[src/rtl/ppg_pkg.sv]
package ppg_pkg;
  localparam int ADDR_W = 2;
  localparam logic [ADDR_W-1:0] A_PERIOD = 2'd0;
  localparam logic [ADDR_W-1:0] A_DUTY   = 2'd1;
  localparam logic [ADDR_W-1:0] A_CTRL   = 2'd2;

  // number of prescaler steps, each step divides by a further 4
  localparam int DIV_STEPS = 4;
  localparam int PRE_W     = 2 * (DIV_STEPS - 1);

  typedef enum logic [1:0] {
    LVL_LOW  = 2'b00,
    LVL_HIGH = 2'b01,
    LVL_KEEP = 2'b10,
    LVL_RSVD = 2'b11
  } lvl_e;

  // control word: [5] run, [4:3] start level, [2] output enable, [1:0] divide
  typedef struct packed {
    logic       run;
    lvl_e       lvl;
    logic       oe;
    logic [1:0] div;
  } ctrl_t;

  localparam int CTRL_W = $bits(ctrl_t);
endpackage

[src/rtl/ppg_regs.sv]
module ppg_regs
  import ppg_pkg::*;
#(
  parameter int W = 16
) (
  input  logic              clk,
  input  logic              rst,
  input  logic              wr_en,
  input  logic [ADDR_W-1:0] wr_addr,
  input  logic [W-1:0]      wr_data,
  output logic [W-1:0]      per_stg,
  output logic [W-1:0]      duty_stg,
  output ctrl_t             ctrl
);
  ctrl_t wr_ctrl;
  logic  ctrl_ok;

  always_comb begin
    wr_ctrl = ctrl_t'(wr_data[CTRL_W-1:0]);
    ctrl_ok = (wr_ctrl.lvl != LVL_RSVD);
  end

  always_ff @(posedge clk) begin
    if (rst) begin
      per_stg  <= '1;
      duty_stg <= {1'b0, {(W-1){1'b1}}};
      ctrl     <= '0;
    end else if (wr_en) begin
      case (wr_addr)
        A_PERIOD: per_stg  <= wr_data;
        A_DUTY:   duty_stg <= wr_data;
        A_CTRL:   if (ctrl_ok) ctrl <= wr_ctrl;
        default:  ;
      endcase
    end
  end
endmodule

[src/rtl/ppg_prescale.sv]
module ppg_prescale
  import ppg_pkg::*;
(
  input  logic       clk,
  input  logic       rst,
  input  logic       run,
  input  logic [1:0] div_sel,
  output logic       tick
);
  logic [PRE_W-1:0] pcnt;
  logic [PRE_W-1:0] lim;

  always_comb begin
    lim = '0;
    for (int i = 0; i < DIV_STEPS; i++) begin
      if (div_sel == 2'(i)) lim = PRE_W'((64'd1 << (2 * i)) - 64'd1);
    end
  end

  assign tick = run && (pcnt >= lim);

  always_ff @(posedge clk) begin
    if (rst || !run)     pcnt <= '0;
    else if (pcnt >= lim) pcnt <= '0;
    else                  pcnt <= pcnt + 1'b1;
  end
endmodule

[src/rtl/ppg_core.sv]
module ppg_core
  import ppg_pkg::*;
#(
  parameter int W = 16
) (
  input  logic         clk,
  input  logic         rst,
  input  logic         run,
  input  logic         tick,
  input  lvl_e         lvl,
  input  logic [W-1:0] per_stg,
  input  logic [W-1:0] duty_stg,
  output logic         start,
  output logic [W-1:0] cnt,
  output logic [W-1:0] per_act,
  output logic [W-1:0] duty_act,
  output logic         ff
);
  logic run_d;
  logic stg_ok;
  logic at_per;
  logic at_duty;

  assign start   = run && !run_d;
  assign stg_ok  = duty_stg < per_stg;
  assign at_per  = (cnt == per_act);
  assign at_duty = (cnt == duty_act);

  always_ff @(posedge clk) begin
    if (rst) begin
      run_d    <= 1'b0;
      cnt      <= '0;
      per_act  <= '1;
      duty_act <= {1'b0, {(W-1){1'b1}}};
      ff       <= 1'b0;
    end else begin
      run_d <= run;
      if (start) begin
        cnt <= '0;
        if (stg_ok) begin
          per_act  <= per_stg;
          duty_act <= duty_stg;
        end
        case (lvl)
          LVL_LOW:  ff <= 1'b0;
          LVL_HIGH: ff <= 1'b1;
          default:  ff <= ff;
        endcase
      end else if (run && tick) begin
        if (at_per) begin
          cnt <= '0;
          if (stg_ok) begin
            per_act  <= per_stg;
            duty_act <= duty_stg;
          end
        end else begin
          cnt <= cnt + 1'b1;
        end
        if (at_per || at_duty) ff <= ~ff;
      end
    end
  end
endmodule

[src/rtl/ppg_timer.sv]
module ppg_timer
  import ppg_pkg::*;
#(
  parameter int W = 16
) (
  input  logic              clk,
  input  logic              rst,
  input  logic              wr_en,
  input  logic [ADDR_W-1:0] wr_addr,
  input  logic [W-1:0]      wr_data,
  output logic              pulse_out
);
  ctrl_t        ctrl;
  logic [W-1:0] per_stg, duty_stg;
  logic [W-1:0] cnt, per_act, duty_act;
  logic         tick, start, ff;

  ppg_regs #(.W(W)) u_regs (
    .clk(clk), .rst(rst), .wr_en(wr_en), .wr_addr(wr_addr), .wr_data(wr_data),
    .per_stg(per_stg), .duty_stg(duty_stg), .ctrl(ctrl)
  );

  ppg_prescale u_pre (
    .clk(clk), .rst(rst), .run(ctrl.run), .div_sel(ctrl.div), .tick(tick)
  );

  ppg_core #(.W(W)) u_core (
    .clk(clk), .rst(rst), .run(ctrl.run), .tick(tick), .lvl(ctrl.lvl),
    .per_stg(per_stg), .duty_stg(duty_stg), .start(start), .cnt(cnt),
    .per_act(per_act), .duty_act(duty_act), .ff(ff)
  );

  always_ff @(posedge clk) begin
    if (rst) pulse_out <= 1'b0;
    else     pulse_out <= ctrl.oe & ff;
  end
endmodule

[config.mk]
export PLATFORM = sky130hd
export DESIGN_NAME = ppg_timer
export DESIGN_NICKNAME = d
export VERILOG_FILES = /design/src/rtl/ppg_pkg.sv /design/src/rtl/ppg_regs.sv /design/src/rtl/ppg_prescale.sv /design/src/rtl/ppg_core.sv /design/src/rtl/ppg_timer.sv
export SDC_FILE = /design/constraint.sdc
export NUM_CORES = 1
export LEC_CHECK = 0
export ABC_CLOCK_PERIOD_IN_PS = 4800
export BUFFER_PORTS_ARGS = -buffer_cell sky130_fd_sc_hd__buf_2
export CAP_MARGIN = 20
export CORE_ASPECT_RATIO = 0.7
export CORE_MARGIN = 2
export CORE_UTILIZATION = 49
export CTS_CLUSTER_SIZE = 30
export DETAILED_ROUTE_END_ITERATION = 8
export GPL_ROUTABILITY_DRIVEN = 0
export PLACE_DENSITY = 0.64
export SLEW_MARGIN = 20
export SYNTH_ARGS = -nofsm -noshare
export SYNTH_HDL_FRONTEND = slang
export SYNTH_SLANG_ARGS = --single-unit
[constraint.sdc]
create_clock -name clk -period 4.8 [get_ports clk]
set_input_delay 0.24 -clock clk [delete_from_list [all_inputs] [get_ports clk]]
set_output_delay 0.24 -clock clk [all_outputs]
set_load 0.1 [all_outputs]
=== Word level (Yosys, flattened, before mapping) ===
Index checks and enable logic that the tools add are counted.

* Word-level logic and storage cells: 64
* Memories kept: 0
* ROM bits: 0
* RAM bits: 0
* Bits in registers: 95
* Output and inout port bits: 1
* Latch bits: 0
* Input port bits: 21

* Div/mod/pow operators: 0
* Eq/ne operators: 10
* $mul: 0
* Mux-type cells: 16
* Magnitude comparators: 2
* Reductions and logical operators: 19
* Bitwise operators: 2
* Add/subtract/negate cells: 2
* Shifts and indexed selects: 0

{| class="wikitable"
|+ Operators with widths
! operator !! number
|-
| $mux W16 || 9
|-
| $eq A16 B16 Y1 || 2
|-
| $add A16 B1 Y16 const B || 1
|-
| $lt A16 B16 Y1 || 1
|-
| $add A6 B1 Y6 const B || 1
|-
| $eq A2 B1 Y1 const B || 3
|-
| $eq A2 B2 Y1 const B || 3
|-
| $ge A6 B6 Y1 || 1
|-
| $mux W6 || 1
|-
| $reduce_and A2 Y1 || 3
|-
| $reduce_and A3 Y1 || 2
|-
| $reduce_bool A2 Y1 || 3
|-
| $logic_not A2 Y1 || 2
|-
| $mux W4 || 1
|-
| $reduce_or A2 Y1 || 2
|-
| $logic_and A1 B1 Y1 || 3
|-
| $mux W1 || 3
|-
| $ne A3 B1 Y1 const B || 1
|-
| $logic_not A1 Y1 || 2
|-
| $logic_or A1 B1 Y1 || 2
|-
| $mux W2 || 1
|-
| $ne A2 B2 Y1 const B || 1
|-
| $pmux W1 S2 || 1
|-
| $and A1 B1 Y1 || 1
|-
| $not A1 Y1 || 1
|}

=== Longest topological paths before layout ===
Gate-level depths: netlist (run 1).

* Word-level depth: 9
* Depth in mapped cells: 9
* Depth with buffers taken out: 8

=== Modules after synthesis ===
A second synthesis (run 1) with hierarchy kept.

* Cell total of the unflattened synthesis: 526
* Area, all modules: 4820.9 um^2

{| class="wikitable"
|+ Modules (own cells, without submodules)
! module !! area each (um^2) !! times used !! cells each
|-
| ppg_core || 2877.8 || 1 || 329
|-
| ppg_regs || 1498.9 || 1 || 151
|-
| ppg_prescale || 415.4 || 1 || 44
|-
| ppg_timer || 28.8 || 1 || 2
|}

=== Worst setup path after synthesis (run 1) ===
OpenSTA, ideal clock, no wires.

* Path type: reg-to-reg
* Start point: reg, netlist name u_regs.ctrl[0]
* End point: reg u_core.duty_act[0]
* Setup slack: 2.164 ns
* Stages on the path, launching flop included: 10
* Data required time: 4.728 ns
* Arrival time: 2.565 ns
* Library setup time: 0.072 ns
* Path buffers: 1
* Cells stage by stage: dfxtp_1 -> or2_2 -> ha_1 -> nand2b_1 -> a21oi_1 -> o211a_1 -> or3_4 -> a2111oi_4 -> buf_6 -> mux2i_1

* Cells in the longest elaborated chain, start to end: 9
* Elaborated cells between the ends (all ways): 11
* Those cells by class: 1 x order compare; 3 x eq/ne; 3 x mux; 4 x reduce/logical

{| class="wikitable"
|+ RTL lines
! item !! RTL line !! text
|-
| $eq A2 B1 Y1 || ppg_prescale.sv:16 || <nowiki>if (div_sel == 2'(i)) lim = PRE_W'((64'd1 << (2 * i)) - 64'd1);</nowiki>
|-
| $mux W2 || ppg_prescale.sv:16 ||
|-
| $mux W4 || ppg_prescale.sv:16 ||
|-
| $mux W6 * || ppg_prescale.sv:16 ||
|-
| $ge A6 B6 Y1 * || ppg_prescale.sv:20 || <nowiki>assign tick = run && (pcnt >= lim);</nowiki>
|-
| $logic_and A1 B1 Y1 * || ppg_prescale.sv:20 ||
|-
| $logic_and A1 B1 Y1 * || ppg_core.sv:49 || <nowiki>end else if (run && tick) begin</nowiki>
|-
| $reduce_bool A2 Y1 (no source line) * || - ||
|-
| $reduce_and A2 Y1 (no source line) * || - ||
|-
| end signal: assignment || ppg_core.sv:34 || <nowiki>duty_act <= {1'b0, {(W-1){1'b1}}};</nowiki>
|-
| end signal: assignment || ppg_core.sv:42 || <nowiki>duty_act <= duty_stg;</nowiki>
|-
| end signal: assignment || ppg_core.sv:54 || <nowiki>duty_act <= duty_stg;</nowiki>
|-
| end: declaration || ppg_core.sv:16 || <nowiki>output logic [W-1:0] duty_act,</nowiki>
|}

Every way passes the cells marked *; elsewhere a longest branch is shown, timed or not.
A chain may end at the register's enable or synchronous reset.

=== Worst setup path after layout (run 1) ===
* Start point: reg, netlist name u_regs.ctrl[1]
* End point: reg u_core.per_act[11]

* Cells in the longest elaborated chain, start to end: 9
* Elaborated cells between the ends (all ways): 11
* Those cells by class: 1 x order compare; 3 x eq/ne; 3 x mux; 4 x reduce/logical

{| class="wikitable"
|+ RTL lines
! item !! RTL line !! text
|-
| $eq A2 B1 Y1 || ppg_prescale.sv:16 ||
|-
| $mux W2 || ppg_prescale.sv:16 ||
|-
| $mux W4 || ppg_prescale.sv:16 ||
|-
| $mux W6 * || ppg_prescale.sv:16 ||
|-
| $ge A6 B6 Y1 * || ppg_prescale.sv:20 ||
|-
| $logic_and A1 B1 Y1 * || ppg_prescale.sv:20 ||
|-
| $logic_and A1 B1 Y1 * || ppg_core.sv:49 ||
|-
| $reduce_bool A2 Y1 (no source line) * || - ||
|-
| $reduce_and A2 Y1 (no source line) * || - ||
|-
| end signal: assignment || ppg_core.sv:41 || <nowiki>per_act <= per_stg;</nowiki>
|-
| end signal: assignment || ppg_core.sv:53 || <nowiki>per_act <= per_stg;</nowiki>
|-
| end: declaration || ppg_core.sv:15 || <nowiki>output logic [W-1:0] per_act,</nowiki>
|}

Marks and branches as above.

==> results of run 1 <==
[worst reg2reg max path, delay by kind of cell, from the launching register on]
family,cells,cell delay [ps]
buf+inv,1,490
fa+ha+maj,1,270
simple gates,3,840
mux,1,280
compound gates,3,780
flops,1,330
[through the flow]
step / hold WS [ps] / cell area, um2 / instances
final: 109 / 5090 / 664
after global routing: 111 / 5090 / 664
after CTS: 104 / 5090 / 664
after detailed placement: 428 / 4800 / 648
after global placement: 420 / 4800 / 648
after floorplan: 358 / 4660 / 529
[layer usage]
metal	part of all wire	vias to the layer above	track usage
li1	-	1804	-
met1	0.53	1671	0.300
met2	0.42	41	0.304
met3	0.035	12	0.0499
met4	0.013	0	0.0634
met5	0	-	0
[registers in the layout, indices dropped and copies added (netlist names)]
signal,count
u_regs.ctrl,6
u_core.duty_act,16
u_core.run_d,1
u_regs.per_stg,16
pulse_out,1
u_core.ff,1
u_core.per_act,16
u_pre.pcnt,6
u_core.cnt,16
u_regs.duty_stg,16
[area by class of cell]
cell class | instances | share of cell area
Tap cell | 124 | 0.0305
Clock buffer | 12 | 0.0484
Sequential cell | 95 | 0.373
Clock inverter | 4 | 0.00884
Inverter | 19 | 0.0140
Timing Repair Buffer | 24 | 0.0250
Multi-Input combinational cell | 386 | 0.500
[kinds of logic (layout without fill, tap and decap cells)]
group | Yosys count | count (layout)
compound gates | 47 | 47
xor+xnor | 48 | 48
fa+ha+maj | 23 | 23
buf+inv | 48 | 59
flops | 95 | 95
mux | 39 | 39
simple gates | 229 | 229
[path summary, 6_finish.rpt]
| path | endpoint | from |
|---|---|---|
| worst max register to register | u_core.per_act[11] | u_regs.ctrl[1] |
| worst min register to register | pulse_out | u_regs.ctrl[2] |
| worst min-delay path | u_regs.per_stg[6] | wr_data[6] |
| worst max-delay path | u_core.per_act[11] | u_regs.ctrl[1] |
[power breakdown]
| group | total, mW | switching [mW] | internal, mW |
|---|---|---|---|
| registers | 0.818 | 0.0126 | 0.806 |
| logic | 0.126 | 0.0760 | 0.0504 |
| clock network | 0.713 | 0.298 | 0.416 |
| total | 1.66 | 0.386 | 1.27 |
[cell usage after synthesis, types with 2 or more instances]
cell type and instances:
a211o_1 16, a211oi_1 3, a21o_1 2, a21oi_1 11
and3_1 3, buf_6 5, clkbuf_1 23, dfxtp_1 95
ha_1 23, inv_1 19, mux2i_1 39, nand2_1 51
nand2b_1 4, nand3_1 11, nand3b_1 16, nand4_1 4
nor2_1 103, nor2b_1 5, nor3_1 2, nor3b_1 2
nor4_1 12, nor4_2 2, nor4b_1 2, o21ai_0 6
o31ai_1 2, or3_1 3, or4_1 2, xnor2_1 13
xor2_1 35
==> flow_metrics.py, run 1 <==
metrics = {
    "placed_design": {
        "detailed_place_hpwl_mm": 7.26,
        "place_ws_ps": 1710,
        "portBuffers": 21,
    },
    "floorplanning": {
        "die_h_um": 85.6,
        "ios": 22,
        "core_um2": 9140,
        "die_area_um2": 10300,
        "die_w_um": 121,
        "start_util": 0.510,
        "num_rows": 29,
    },
    "status": {
        "outcome": "finished, final reports clean",
    },
    "logic_synthesis": {
        "seq_area_frac_synth": 0.408,
        "synthAdderAreaFrac": 0.0617,
        "synth_area_leader_cell": "dfxtp_1",
        "synth_top_family_by_area": "simple AND/OR/NAND/NOR gates",
        "ys_types": 44,
        "yosysWarnings": 0,
        "syn_nets": 573,
        "synth_edf_count": 0,
        "synthSimpleGateAreaFrac": 0.234,
        "synthXorXnorAreaFrac": 0.0902,
        "synthArstFlopShare": 0,
        "synth_compound_gate_area_share": 0.0759,
        "synthMuxAreaShare": 0.0837,
        "synthFlopType": "dfxtp_1",
        "syn_inst": 529,
        "ys_ff_latch": 95,
        "netlist.area_leader.share": 0.408,
        "yosys-top-cells-area": "dfxtp_1 (41%), mux2i_1 (8.4%), nor2_1 (8.3%)",
        "synth_area_um2": 4660,
        "avgSynthCellArea_um2": 8.82,
    },
    "sta": {
        "tightest_slew_ps": 828,
        "max_slew_margin": 0.448,
        "setup_ws_ps": 1720,
        "fin_crit_sh": 0.641,
        "finalCriticalPeriod_ps": 3080,
        "setup_viol": 0,
        "finalHoldViolCount": 0,
        "skew_ps": 5.83,
        "tns_ps": 0,
        "maxSlewViolCount": 0,
        "grt_setup_unrepaired": "false",
        "max_freq_ghz": 0.325,
    },
    "detailed_routing": {
        "drcViolationCount": 0,
        "first_iter_violations": 229,
        "routedWlPerCell_um": 15.1,
        "routed_wl_mm": 10.0,
        "first_pass_iters": 4,
        "drtAntennaViolNets": 0,
        "vias_per_cell": 5.31,
        "num_vias": 3528,
    },
    "power": {
        "power_density_nw_per_um2": 325,
        "leakage_nw": 2.05,
        "ir_drop_mv": 0.197,
        "fin_total_pwr_mw": 1.66,
    },
    "worst_setup_path": {
        "end_kind": "register",
        "r2r_cells": 9,
        "worst-path-buf-inv": 1,
        "cpMaxStageDelayCell": "buf_4",
        "critPathArrivalTime_ps": 3350,
        "crit_chain": "or2_2 -> ha_1 -> nand2b_1 -> a21oi_1 -> o211a_1 -> or3_4 -> a2111oi_4 -> buf_4 -> mux2i_1",
        "slowest_delay_ps": 490,
        "cp_top_family": "simple AND/OR/NAND/NOR gates",
        "start_kind": "register",
        "rrSetupSlack_ps": 1720,
        "worstPathMaxFanout": 32,
        "required_ps": 5070,
        "cp_num_cells": 9,
        "critPathKind": "reg -> reg",
    },
    "global_routing": {
        "grt_pass1_vias": 3223,
        "grt_max_degree": 59,
        "grt_pass1_wl_mm": 16.4,
        "grt-ovfl-total": 0,
        "antenna_found_initial": 0,
        "track_usage": 0.207,
    },
    "cells_and_area": {
        "fin_util": 0.557,
        "multi_input_area_um2": 2550,
        "fillers": 880,
        "drive_gt1_frac": 0.0833,
        "layout_commonest_cell": "nor2_1",
        "n_antenna_cell": 0,
        "nets": 579,
        "syn_to_final_growth_pct": 9.26,
        "register_area_um2": 1900,
        "final_cell_mix": "nor2_1 (103), dfxtp_1 (95), nand2_1 (51)",
    },
    "clocking": {
        "tritoncts": "done",
        "cts-resized-gates": 0,
        "path_clk_slew_ps": 60,
        "cts.sinks": 95,
        "cts_hold_buf": 0,
        "cts_buffer_depth": 2,
        "clock_latency_ps": 350,
        "post_cts_buffers": 0,
        "cts_root_buffer": "clkbuf_16",
        "cts_made_buffers": 9,
        "htree_levels": 3,
    },
    "worst_hold_path": {
        "hold_class": "in -> reg",
        "whs_path_depth": 2,
    },
    "job": {
        "cap_viol_max_count": 0,
    },
}
No activity file was read; power rests on OpenSTA's default activity.
==> run 2, diff against run 1 <==
--- a/config.mk
+++ b/config.mk
@@ -5,7 +5,7 @@
 export SDC_FILE = /design/constraint.sdc
 export NUM_CORES = 1
 export LEC_CHECK = 0
-export ABC_CLOCK_PERIOD_IN_PS = 4800
+export ABC_CLOCK_PERIOD_IN_PS = 2800
 export BUFFER_PORTS_ARGS = -buffer_cell sky130_fd_sc_hd__buf_2
 export CAP_MARGIN = 20
 export CORE_ASPECT_RATIO = 0.7
@@ -14,7 +14,7 @@
 export CTS_CLUSTER_SIZE = 30
 export DETAILED_ROUTE_END_ITERATION = 8
 export GPL_ROUTABILITY_DRIVEN = 0
-export PLACE_DENSITY = 0.64
+export PLACE_DENSITY = 0.66
 export SLEW_MARGIN = 20
 export SYNTH_ARGS = -nofsm -noshare
 export SYNTH_HDL_FRONTEND = slang
==> constraint.sdc (replaced) <==
create_clock -name clk -period 2.8 [get_ports clk]
set_input_delay 0.14 -clock clk [delete_from_list [all_inputs] [get_ports clk]]
set_output_delay 0.14 -clock clk [all_outputs]
set_load 0.1 [all_outputs]
==> flow_metrics.py, run 2 (synthesized netlist as in run 1, its figures left out) <==
metrics = {
    "clocking": {
        "path_clk_slew_ps": 60,
        "cts.sinks": 95,
        "cts_root_buffer": "clkbuf_16",
        "clock_latency_ps": 340,
        "htree_levels": 3,
        "cts_buffer_depth": 2,
        "tritoncts": "done",
        "cts_made_buffers": 9,
    },
    "sta": {
        "tightest_slew_ps": 705,
        "setup_viol": 0,
        "fin_crit_sh": 0.939,
        "max_freq_ghz": 0.380,
        "finalCriticalPeriod_ps": 2630,
        "finalHoldViolCount": 0,
        "hold-worst-slack_ps": 11.4,
        "maxSlewViolCount": 0,
        "grt_setup_unrepaired": "false",
        "skew_ps": 5.56,
        "tns_ps": 0,
        "max_slew_margin": 0.528,
    },
    "worst_setup_path": {
        "r2r_cells": 10,
        "worstSetupEndpoint": "u_core.duty_act[9]",
        "start_kind": "register",
        "r2r-start": "u_regs.ctrl[0]",
        "worstPathMaxFanout": 8,
        "rr_endpoint": "u_core.duty_act[9]",
        "required_ps": 3060,
        "rrSetupSlack_ps": 170,
        "critPathLaunch": "u_regs.ctrl[0]",
        "critPathKind": "reg -> reg",
        "end_kind": "register",
        "critPathArrivalTime_ps": 2890,
    },
    "cells_and_area": {
        "syn_to_final_growth_pct": 13.1,
        "drive_gt1_frac": 0.116,
        "final_cell_mix": "nor2_1 (103), dfxtp_1 (94), nand2_1 (51)",
        "nets": 594,
        "final_cell_area_um2": 5270,
        "n_antenna_cell": 0,
        "fin_util": 0.577,
        "layout_commonest_cell": "nor2_1",
    },
    "detailed_routing": {
        "top_layer_used": "met4",
        "vias_per_cell": 5.32,
        "first_pass_iters": 4,
        "wl_met3_um": 474,
        "num_vias": 3607,
        "routedWlPerCell_um": 15.9,
        "routed_wl_mm": 10.8,
        "drcViolationCount": 0,
        "first_iter_violations": 243,
        "drtAntennaViolNets": 0,
        "dr_wl_met2_mm": 4.70,
        "met1_length_mm": 5.46,
    },
    "power": {
        "power_density_nw_per_um2": 543,
        "leakage_nw": 2.15,
        "fin_total_pwr_mw": 2.86,
        "ir_drop_mv": 0.285,
    },
    "global_routing": {
        "grt_pass1_vias": 3505,
        "grt_pass1_wl_mm": 17.6,
        "grt_max_degree": 107,
        "antenna_found_initial": 0,
        "track_usage": 0.219,
        "grt-ovfl-total": 0,
    },
    "floorplanning": {
        "die_w_um": 121,
        "ios": 22,
        "start_util": 0.510,
        "die_h_um": 85.6,
        "num_rows": 29,
        "die_area_um2": 10300,
        "core_um2": 9140,
    },
    "placed_design": {
        "place_area_um2": 4920,
        "portBuffers": 21,
        "detailed_place_hpwl_mm": 7.75,
    },
    "job": {
        "cap_viol_max_count": 0,
    },
    "status": {
        "outcome": "finished, final reports clean",
    },
    "worst_hold_path": {
        "hold_class": "in -> reg",
    },
}
-- run 2: changes by cell type in the layout (fill, tap and decap cells not counted), moves of 2 or more --
cell	delta
mux2i_2	+2
buf_4	+10
buf_12	+2
buf_6	+2
mux2i_1	-2
clkbuf_1	-2
-- run 2: area by class of cell --
class                   instances  area (um2)
clock inverters                 4        45.0
multi-input cells             386        2550
flip-flops and latches         95        1900
clock buffers                  11         253
inverters                      19        71.3
fillers                       847        3870
well taps                     124         155
repair buffers                 39         290
-- run 2: per-layer routing --
metal,up-vias,GRT usage
met1,1714,0.304
met5,-,0
met4,0,0.0539
met2,48,0.339
met3,13,0.0598
li1,1832,-
-- run 2: power breakdown --
part	total [mW]	internal (mW)	leakage [nW]	switching, mW
registers	1.40	1.38	0.773	0.0219
clock network	1.23	0.731	0.151	0.497
logic	0.230	0.0960	1.22	0.134
total	2.86	2.21	2.15	0.653
-- run 2: how the worst min path moves through the flow --
stage | from | end | cells past startpoint
final | wr_data[11] | u_regs.per_stg[11] | 2
after global routing | wr_data[8] | u_regs.per_stg[8] | 2
after global placement | wr_data[14] | u_regs.per_stg[14] | 2
after CTS | wr_data[11] | u_regs.per_stg[11] | 2
after detailed placement | wr_data[11] | u_regs.per_stg[11] | 2
after floorplan | wr_data[10] | u_regs.per_stg[10] | 1
-- run 2: critical path: stages, from the launching register on --
cell	delay, ps
dfxtp_2	330
or2_2	310
ha_1	270
nand2b_1	90
a21oi_1	70
o211a_1	250
or3_4	360
a2111oi_4	310
buf_6	180
clkbuf_16	170
mux2i_2	200
-- run 2: repair_timing --
action / in CTS / in global routing
endpoints found under the setup margin: 0 / 32
setup buffers: 0 / 1
gates resized for setup: 0 / 7
hold buffers: 0 / 0
-- run 2: per-stage QoR --
stage	setup WS, ps	std cells
floorplan	164	529
global placement	198	660
detailed placement	119	660
CTS	65.6	675
global route	25.6	678
finish	169	678
